[src/rtl/sdram_rd_pkg.sv]
package sdram_rd_pkg;

    typedef enum logic [2:0] {
        BLC_ONE  = 3'd0,
        BLC_TWO  = 3'd1,
        BLC_FOUR = 3'd2,
        BLC_EIGHT = 3'd3,
        BLC_PAGE = 3'd7
    } bl_code_e;

    // log2 of the burst length for fixed codes; reserved codes act as one word
    function automatic logic [1:0] bl_log2(input logic [2:0] code);
        logic [1:0] lg;
        case (code)
            BLC_TWO:   lg = 2'd1;
            BLC_FOUR:  lg = 2'd2;
            BLC_EIGHT: lg = 2'd3;
            default:   lg = 2'd0;
        endcase
        return lg;
    endfunction

    function automatic logic bl_is_page(input logic [2:0] code);
        return code == BLC_PAGE;
    endfunction

endpackage

[src/rtl/sdram_bank_rows.sv]
module sdram_bank_rows #(
    parameter int BANKS  = 4,
    parameter int BANK_W = 2,
    parameter int ROW_W  = 12
) (
    input  logic                           clk,
    input  logic                           rst_n,
    input  logic                           act_valid,
    input  logic [BANK_W-1:0]              act_bank,
    input  logic [ROW_W-1:0]               act_row,
    output logic [BANKS-1:0]               open_vec,
    output logic [BANKS-1:0][ROW_W-1:0]    open_row
);

    typedef struct packed {
        logic [BANKS-1:0]            open;
        logic [BANKS-1:0][ROW_W-1:0] row;
    } tbl_t;

    tbl_t             tbl_d, tbl_q;
    logic [BANKS-1:0] hit;

    // per-bank decode of the activate command
    for (genvar g = 0; g < BANKS; g++) begin : g_hit
        assign hit[g] = act_valid && (act_bank == BANK_W'(g));
    end

    always_comb begin
        tbl_d = tbl_q;
        for (int i = 0; i < BANKS; i++) begin
            if (hit[i]) begin
                tbl_d.open[i] = 1'b1;
                tbl_d.row[i]  = act_row;
            end
        end
    end

    always_ff @(posedge clk or negedge rst_n) begin
        if (!rst_n) tbl_q <= '0;
        else        tbl_q <= tbl_d;
    end

    assign open_vec = tbl_q.open;
    assign open_row = tbl_q.row;

endmodule

[src/rtl/sdram_burst_seq.sv]
module sdram_burst_seq
    import sdram_rd_pkg::*;
#(
    parameter int COL_W  = 9,
    parameter int BANK_W = 2,
    parameter int ROW_W  = 12,
    parameter int DATA_W = 16,
    parameter int CL_W   = 2
) (
    input  logic               clk,
    input  logic               rst_n,
    input  logic               start,
    input  logic [BANK_W-1:0]  start_bank,
    input  logic [ROW_W-1:0]   start_row,
    input  logic [COL_W-1:0]   start_col,
    input  logic [2:0]         bl_code,
    input  logic [CL_W-1:0]    cl_in,
    input  logic               stop,
    output logic               seq_valid,
    output logic [DATA_W-1:0]  seq_data,
    output logic [CL_W-1:0]    seq_cl
);

    localparam int CAT_W = BANK_W + ROW_W + COL_W;

    typedef struct packed {
        logic              valid;
        logic              page;
        logic [BANK_W-1:0] bank;
        logic [ROW_W-1:0]  row;
        logic [COL_W-1:0]  col;
        logic [COL_W-1:0]  wrap;   // column bits that count; the rest stay fixed
        logic [COL_W-1:0]  left;   // words still to come in a fixed burst
        logic [CL_W-1:0]   cl;
    } seq_t;

    seq_t             seq_d, seq_q;
    logic [COL_W-1:0] len_m1;
    logic [COL_W-1:0] step;
    logic             page_sel;
    logic [CAT_W-1:0] cat;

    always_comb begin
        page_sel = bl_is_page(bl_code);
        len_m1   = (COL_W'(1) << bl_log2(bl_code)) - COL_W'(1);
        step     = seq_q.col + COL_W'(1);
        seq_d    = seq_q;
        if (start) begin
            seq_d.valid = 1'b1;
            seq_d.page  = page_sel;
            seq_d.bank  = start_bank;
            seq_d.row   = start_row;
            seq_d.col   = start_col;
            seq_d.wrap  = page_sel ? '1 : len_m1;
            seq_d.left  = page_sel ? '0 : len_m1;
            seq_d.cl    = cl_in;
        end else if (seq_q.valid) begin
            if (stop || (!seq_q.page && seq_q.left == '0)) begin
                seq_d.valid = 1'b0;
            end else begin
                seq_d.col = (seq_q.col & ~seq_q.wrap) | (step & seq_q.wrap);
                if (!seq_q.page) seq_d.left = seq_q.left - COL_W'(1);
            end
        end
    end

    always_ff @(posedge clk or negedge rst_n) begin
        if (!rst_n) seq_q <= '0;
        else        seq_q <= seq_d;
    end

    // array model: the word is a fixed pattern of bank, row and column
    always_comb begin
        cat      = {seq_q.bank, seq_q.row, seq_q.col};
        seq_data = cat[DATA_W-1:0] ^ {seq_q.bank, {(DATA_W-BANK_W){1'b0}}};
    end

    assign seq_valid = seq_q.valid;
    assign seq_cl    = seq_q.cl;

endmodule

[src/rtl/sdram_dq_pipe.sv]
module sdram_dq_pipe #(
    parameter int DATA_W = 16,
    parameter int CL_W   = 2,
    parameter int CL_MAX = 3
) (
    input  logic               clk,
    input  logic               rst_n,
    input  logic               in_valid,
    input  logic [DATA_W-1:0]  in_data,
    input  logic [CL_W-1:0]    in_cl,
    output logic [DATA_W-1:0]  dq_out,
    output logic               dq_oe
);

    localparam int DEPTH = CL_MAX - 1;

    typedef struct packed {
        logic              valid;
        logic [CL_W-1:0]   cl;
        logic [DATA_W-1:0] data;
    } stg_t;

    stg_t [DEPTH-1:0] pipe_d, pipe_q;
    stg_t [DEPTH:0]   view;    // view[0] is the sequencer, view[i] the i-th delay

    assign view[0] = '{valid: in_valid, cl: in_cl, data: in_data};
    for (genvar g = 1; g <= DEPTH; g++) begin : g_view
        assign view[g] = pipe_q[g-1];
    end

    always_comb begin
        for (int i = 0; i < DEPTH; i++) pipe_d[i] = view[i];
    end

    always_ff @(posedge clk or negedge rst_n) begin
        if (!rst_n) pipe_q <= '0;
        else        pipe_q <= pipe_d;
    end

    // stage i carries a word whose latency is i+1 to the pins; one stage
    // earlier opens the driver a cycle ahead of the data
    always_comb begin
        dq_out = '0;
        dq_oe  = 1'b0;
        for (int i = 0; i <= DEPTH; i++) begin
            if (view[i].valid && view[i].cl == CL_W'(i + 1)) begin
                dq_out = view[i].data;
                dq_oe  = 1'b1;
            end
            if ((i + 2 <= CL_MAX) && view[i].valid && view[i].cl == CL_W'(i + 2)) begin
                dq_oe = 1'b1;
            end
        end
    end

endmodule

[src/rtl/sdram_burst_rd.sv]
module sdram_burst_rd
    import sdram_rd_pkg::*;
#(
    parameter int BANKS  = 4,
    parameter int BANK_W = $clog2(BANKS),
    parameter int ROW_W  = 12,
    parameter int COL_W  = 9,
    parameter int DATA_W = 16,
    parameter int CL_W   = 2,
    parameter int CL_MAX = 3
) (
    input  logic               clk,
    input  logic               rst_n,
    input  logic               act_valid,
    input  logic [BANK_W-1:0]  act_bank,
    input  logic [ROW_W-1:0]   act_row,
    input  logic [2:0]         mode_bl,
    input  logic               mode_cl3,
    input  logic               rd_valid,
    input  logic [BANK_W-1:0]  rd_bank,
    input  logic [COL_W-1:0]   rd_col,
    input  logic               burst_stop,
    output logic [DATA_W-1:0]  dq_out,
    output logic               dq_oe,
    output logic               rd_err
);

    typedef struct packed {
        logic err;
    } ctl_t;

    logic [BANKS-1:0]            open_vec;
    logic [BANKS-1:0][ROW_W-1:0] open_row;
    logic                        rd_accept;
    logic [CL_W-1:0]             cl_sel;
    logic                        seq_valid;
    logic [DATA_W-1:0]           seq_data;
    logic [CL_W-1:0]             seq_cl;
    ctl_t                        ctl_d, ctl_q;

    sdram_bank_rows #(
        .BANKS (BANKS),
        .BANK_W(BANK_W),
        .ROW_W (ROW_W)
    ) u_rows (
        .clk      (clk),
        .rst_n    (rst_n),
        .act_valid(act_valid),
        .act_bank (act_bank),
        .act_row  (act_row),
        .open_vec (open_vec),
        .open_row (open_row)
    );

    always_comb begin
        rd_accept = rd_valid && open_vec[rd_bank];
        cl_sel    = mode_cl3 ? CL_W'(3) : CL_W'(2);
        ctl_d.err = rd_valid && !open_vec[rd_bank];
    end

    always_ff @(posedge clk or negedge rst_n) begin
        if (!rst_n) ctl_q <= '0;
        else        ctl_q <= ctl_d;
    end

    sdram_burst_seq #(
        .COL_W (COL_W),
        .BANK_W(BANK_W),
        .ROW_W (ROW_W),
        .DATA_W(DATA_W),
        .CL_W  (CL_W)
    ) u_seq (
        .clk       (clk),
        .rst_n     (rst_n),
        .start     (rd_accept),
        .start_bank(rd_bank),
        .start_row (open_row[rd_bank]),
        .start_col (rd_col),
        .bl_code   (mode_bl),
        .cl_in     (cl_sel),
        .stop      (burst_stop),
        .seq_valid (seq_valid),
        .seq_data  (seq_data),
        .seq_cl    (seq_cl)
    );

    sdram_dq_pipe #(
        .DATA_W(DATA_W),
        .CL_W  (CL_W),
        .CL_MAX(CL_MAX)
    ) u_pipe (
        .clk     (clk),
        .rst_n   (rst_n),
        .in_valid(seq_valid),
        .in_data (seq_data),
        .in_cl   (seq_cl),
        .dq_out  (dq_out),
        .dq_oe   (dq_oe)
    );

    assign rd_err = ctl_q.err;

endmodule

[config.mk]
export PLATFORM = sky130hd
export DESIGN_NAME = sdram_burst_rd
export DESIGN_NICKNAME = d
export VERILOG_FILES = /design/src/rtl/sdram_rd_pkg.sv /design/src/rtl/sdram_bank_rows.sv /design/src/rtl/sdram_burst_seq.sv /design/src/rtl/sdram_dq_pipe.sv /design/src/rtl/sdram_burst_rd.sv
export SDC_FILE = /design/constraint.sdc
export NUM_CORES = 1
export LEC_CHECK = 0
export BUFFER_PORTS_ARGS = -buffer_cell sky130_fd_sc_hd__clkbuf_2
export CAP_MARGIN = 30
export CORE_ASPECT_RATIO = 0.8
export CORE_MARGIN = 2
export CORE_UTILIZATION = 28
export DETAILED_ROUTE_END_ITERATION = 10
export GPL_TIMING_DRIVEN = 0
export PLACE_DENSITY = 0.54
export SLEW_MARGIN = 40
export SYNTH_ARGS = -nofsm -noshare
export SYNTH_HDL_FRONTEND = slang
export SYNTH_HIERARCHICAL = 1
export SYNTH_SLANG_ARGS = --single-unit
[constraint.sdc]
create_clock -name clk -period 2.14 [get_ports clk]
set_input_delay 0.107 -clock clk [delete_from_list [all_inputs] [get_ports clk]]
set_output_delay 0.107 -clock clk [all_outputs]
set_load 0.005 [all_outputs]
After elaboration in Yosys (flattened, before gate mapping)
Cells that the tools add are included.

storage, ports and cells
  memories = 0
  register bits after elaboration = 131
  word-level logic and storage cells = 93
  memory bits (writable) = 0
  latch bits = 0
  input port bits = 34
  output and inout port bits = 18
  bits in read-only memories = 0

operators by class
  bitwise gates (word level) = 5
  muxes and demuxes = 26
  add/sub/neg operators = 3
  div/mod/pow operators = 0
  shifts and indexed selects = 1
  reductions and logical operators = 20
  equal/unequal tests = 14
  multiply operators = 0
  magnitude comparators = 1

operators by type and width
  kind                   count
  $mux W9                9
  $mux W16               3
  $bmux W12 S2           1
  $and A9 B9 Y9          2
  $xor A16 B16 Y16       1
  $eq A2 B2 Y1 const B   6
  $logic_and A1 B1 Y1    12
  $mux W1                10
  $add A9 B1 Y9 const B  1
  $logic_not A9 Y1       1
  $not A9 Y9             1
  $or A9 B9 Y9           1
  $shl A1 B2 Y9 const A  1
  $sub A9 B1 Y9 const B  1
  $sub A9 B2 Y9 const B  1
  $mux W7                1
  $eq A3 B2 Y1 const B   2
  $pmux W2 S3            1
  $eq A2 B1 Y1 const B   2
  $ne A2 B2 Y1 const B   2
  $eq A3 B1 Y1 const B   1
  $eq A3 B3 Y1 const B   1
  $lt A2 B3 Y1 const B   1
  $reduce_and A3 Y1      1
  other kinds (6)        7

Logic depth before layout (Yosys ltp)
  depth after elaboration = 7
  depth in mapped cells = 6
  mapped depth without buffers = 6

Cells and area by module
The synthesis kept the hierarchy.

by module, submodules not included
  module           times used  seq. area each (sq um)  area each (sq um)  cells each
  sdram_bank_rows  1           1301.2                  1926.8             112
  sdram_burst_seq  1           850.8                   1833.0             171
  sdram_dq_pipe    1           950.9                   1501.4             118
  sdram_burst_rd   1           25.0                    357.8              19

Least setup slack after synthesis
No wires, ideal clock.

  kind = reg2reg
  start point = register u_seq/seq_q[2] in the netlist's numbering
  end point = register u_seq/seq_q[3] in the netlist's numbering
  cell stages (with the launch flop) = 7
  buffers on the path = 0
  data required time = 2015 ps
  library setup time = 125 ps
  clock period less this slack = 1916 ps
  arrival = 1791 ps
  path slack = 224 ps
  path through = dfrtp_1 -> inv_1 -> ha_1 -> or3b_2 -> o31ai_4 -> mux2i_1 -> mux2_2

on the way
  cells in the longest elaborated chain, start to end = 5
  elaborated cells between the ends (all ways) = 10
  those cells by class = add/sub: 1; eq/ne: 1; mux: 4; reduce/logical: 4

ends and longest elaborated chain
  what                                               line                                          source
  start: declaration                                 sdram_burst_seq.sv:37                         seq_t seq_d, seq_q;
  start signal: assignment                           sdram_burst_seq.sv:69                         else seq_q <= seq_d;
  $sub A9 B1 Y9 or $logic_not A9 Y1 (tied branches)  sdram_burst_seq.sv:62, sdram_burst_seq.sv:58
  $mux W9 or $logic_and A1 B1 Y1 (tied branches)     sdram_burst_seq.sv:62, sdram_burst_seq.sv:58
  $mux W9 or $logic_or A1 B1 Y1 (tied branches)      sdram_burst_seq.sv:58                         if (stop || (!seq_q.page && seq_q.left == '0)) begin
  $mux W9 or $ne A2 B2 Y1 (tied branches)            --
  $mux W9 or $reduce_and A3 Y1 (tied branches)       --

Parallel ways exist; a longest one is shown, timed or not. The select of a mux whose other input is x is not followed.
A chain may end at the register's enable or synchronous reset.

Worst setup path after layout
  start point = register u_seq/seq_q[2] in the netlist's numbering
  end point = register u_seq/seq_q[9] in the netlist's numbering

Same word-level chain as after synthesis.

==> summary.md <==
| Metric | Value |
|---|---|
| Final setup TNS | 0 ns |
| Pwr Total | 5.257 mW |
| R2R cell count | 7 |
| Final net count | 479 |
| Largest net degree at the start of global routing | 63 |
| GRT overflow | 0 |
| CP required | 2.41 ns |
| Avg WL per Cell | 14.35 µm |
| I/O pin count | 52 |
| Syn nets | 411 |
| Routability cong. | 0.7739 |
| Critical path cell sequence | inv_1, ha_2, or3b_4, o31ai_4, buf_4, or4_2, a21oi_2 |
| Pre-CTS setup slack | -0.02995 ns |
| DR pass1 iterations | 4 |
| Setup Viol. Count Final | 0 |
| Synth Warn # | 6 |
| Die area | 18130 µm² |
| Syn avg cell area | 12.74 µm² |
| P per Cell Area | 922.2 nW/µm² |
| Vias per cell | 4.394 |
| Max Freq | 489.7 MHz |
| N_diodes | 0 |
| Status | finished clean |
| Final hold vios | 0 |
| Clk slew on worst S/H paths | 0.07 ns |
| Worst EP arrival | 2.31 ns |
| Die X | 150.0 µm |
| CP Launch Type | register |
| Syn Inst Count | 375 |
| Total track usage | 0.1171 |
| DP Area | 5319 µm² |
| LEAKAGE | 2.435 nW |
| Cells on Worst Hold Path | 2 |
| Max-cap violations | 0 |
| DP Cell Count | 642 |
| CTS buffer count | 9 |
| Number of clock sinks | 105 |
| Tcrit/Tclk final | 0.9543 |
| Maximum VDD drop | 0.3978 mV |
| First-pass GRT wire length | 16270 µm |
| Core area | 16610 µm² |
| Crit Path Category | reg2reg |
| Hold_sp | rd_col[1] |
| Rows | 42 |
| Post-DRT Antenna Nets | 0 |
| Layout area overhead | 19.33% |
| Tmin final | 2.042 ns |
| Via Count | 2931 |
| Share of layout cells above drive strength 1 | 0.3937 |
| CTS tree | done |
| Setup Skew | 0.005564 ns |
| RR Endpoint | u_seq/seq_q[9]$_DFFE_PN0P_ |
| Finished Layout Cells | 667 |
| Max Slew Vio Count | 0 |
| Largest buffer count on any clock path | 2 |
| Htree depth | 3 |
| CP max FO | 5 |
| IO buf count | 46 |
| Fin area | 5700 µm² |
| Final WS setup | 0.09776 ns |
| CP max-delay cell | or4_2 |
| Min-delay worst type | in2reg |
| Root buf cell | clkbuf_16 |
| Crit path largest cell delay | 0.62 ns |
| Filler cells | 1707 |
| Reg2reg setup slack | 0.1 ns |
| Antenna violations before repair | 0 |
| Setup repair after global routing missed its margin | false |
| Worst reg2reg startpoint | u_seq/seq_q[2]$_DFFE_PN0P_ |
| Drc violations | 0 |
| Detail Placement HPWL | 6971 µm |
| Worst-Skew Late Latency | 0.34 ns |
| Initial core utilization | 0.2877 |
| Final core occ | 0.3433 |
| Vias in the first global route | 3045 |
| Post-Syn Area | 4777 µm² |
| Die Ht | 120.8 µm |
| DR iter-0 viols | 159 |
| Total wire length | 9574 µm |
| Worst setup EP type | register |
| Hold_ws | 0.01259 ns |
-- area by class of cell --
type,instances,area (µm²),area share
Buffer,37,297.8,0.05224
Clock buffer,11,242.7,0.04258
Clock inverter,4,28.78,0.005048
Inverter,10,37.54,0.006585
Multi-Input combinational cell,223,1832,0.3213
Sequential cell,105,2628,0.4609
Tap cell,220,275.3,0.04829
Timing Repair Buffer,57,359.1,0.06299
-- layout by cell type (no fill, tap or decap), types with 9 or more instances in the layout --
| cell type | count |
|---|---|
| a31oi_2 | 9 |
| buf_4 | 23 |
| clkbuf_16 | 9 |
| clkbuf_2 | 47 |
| dfrtp_1 | 105 |
| inv_1 | 10 |
| mux2_2 | 41 |
| nand2_1 | 27 |
| nand3_1 | 14 |
| nand3_2 | 9 |
| nor2_1 | 23 |
| o21ai_0 | 11 |
| xor2_1 | 11 |
-- report_power, final --
part | internal, mW | total, mW | switching, mW
Combinational | 0.629 | 1.17 | 0.544
Clock | 0.817 | 1.53 | 0.710
Sequential | 2.35 | 2.56 | 0.204
-- state kept, by name, indices dropped and copies added (netlist names), named ones only --
signal and count:
u_pipe/pipe_q 19, u_seq/cat 10, u_seq/seq_valid 1, u_pipe/pipe_d 19, rd_err 1, u_rows/open_row 28, u_seq/seq_q 13, u_rows/open_vec 4
u_seq/seq_cl 2
-- repair_timing --
item,CTS,global route
hold buffers,7,0
endpoints found under the setup margin,0,14
setup buffers,0,3
resized for setup,0,8
hold endpoints to repair,49,0
-- worst max-delay path: cells and delay by family (launching register included) --
kind	cells	cell delay, ns
compound gates	2	0.26
fa+ha+maj	1	0.19
buf+inv	2	0.25
flops	1	0.37
simple gates	2	0.89
-- how the worst max path moves through the flow --
stage	from	to	slack [ns]	depth (start not counted)
after floorplan	u_seq/seq_q[2]$_DFFE_PN0P_	u_seq/seq_q[3]$_DFFE_PN0P_	0.22	6
after global placement	rst_n	u_pipe/pipe_q[23]$_DFF_PN0_	-0.48	1
after detailed placement	rd_bank[0]	u_seq/seq_q[3]$_DFFE_PN0P_	-0.03	6
after CTS	u_seq/seq_q[2]$_DFFE_PN0P_	u_seq/seq_q[3]$_DFFE_PN0P_	0.03	6
after global routing	u_seq/seq_q[2]$_DFFE_PN0P_	u_seq/seq_q[9]$_DFFE_PN0P_	0.0005	7
final	u_seq/seq_q[2]$_DFFE_PN0P_	u_seq/seq_q[9]$_DFFE_PN0P_	0.1	7
-- routing by layer --
metal  track usage  wire length [µm]
met2        0.1792              4394
met4       0.05307               178
met3       0.03057               365
met5             0                 0
met1        0.1555              4635
No activity file was read; power rests on OpenSTA's default activity.
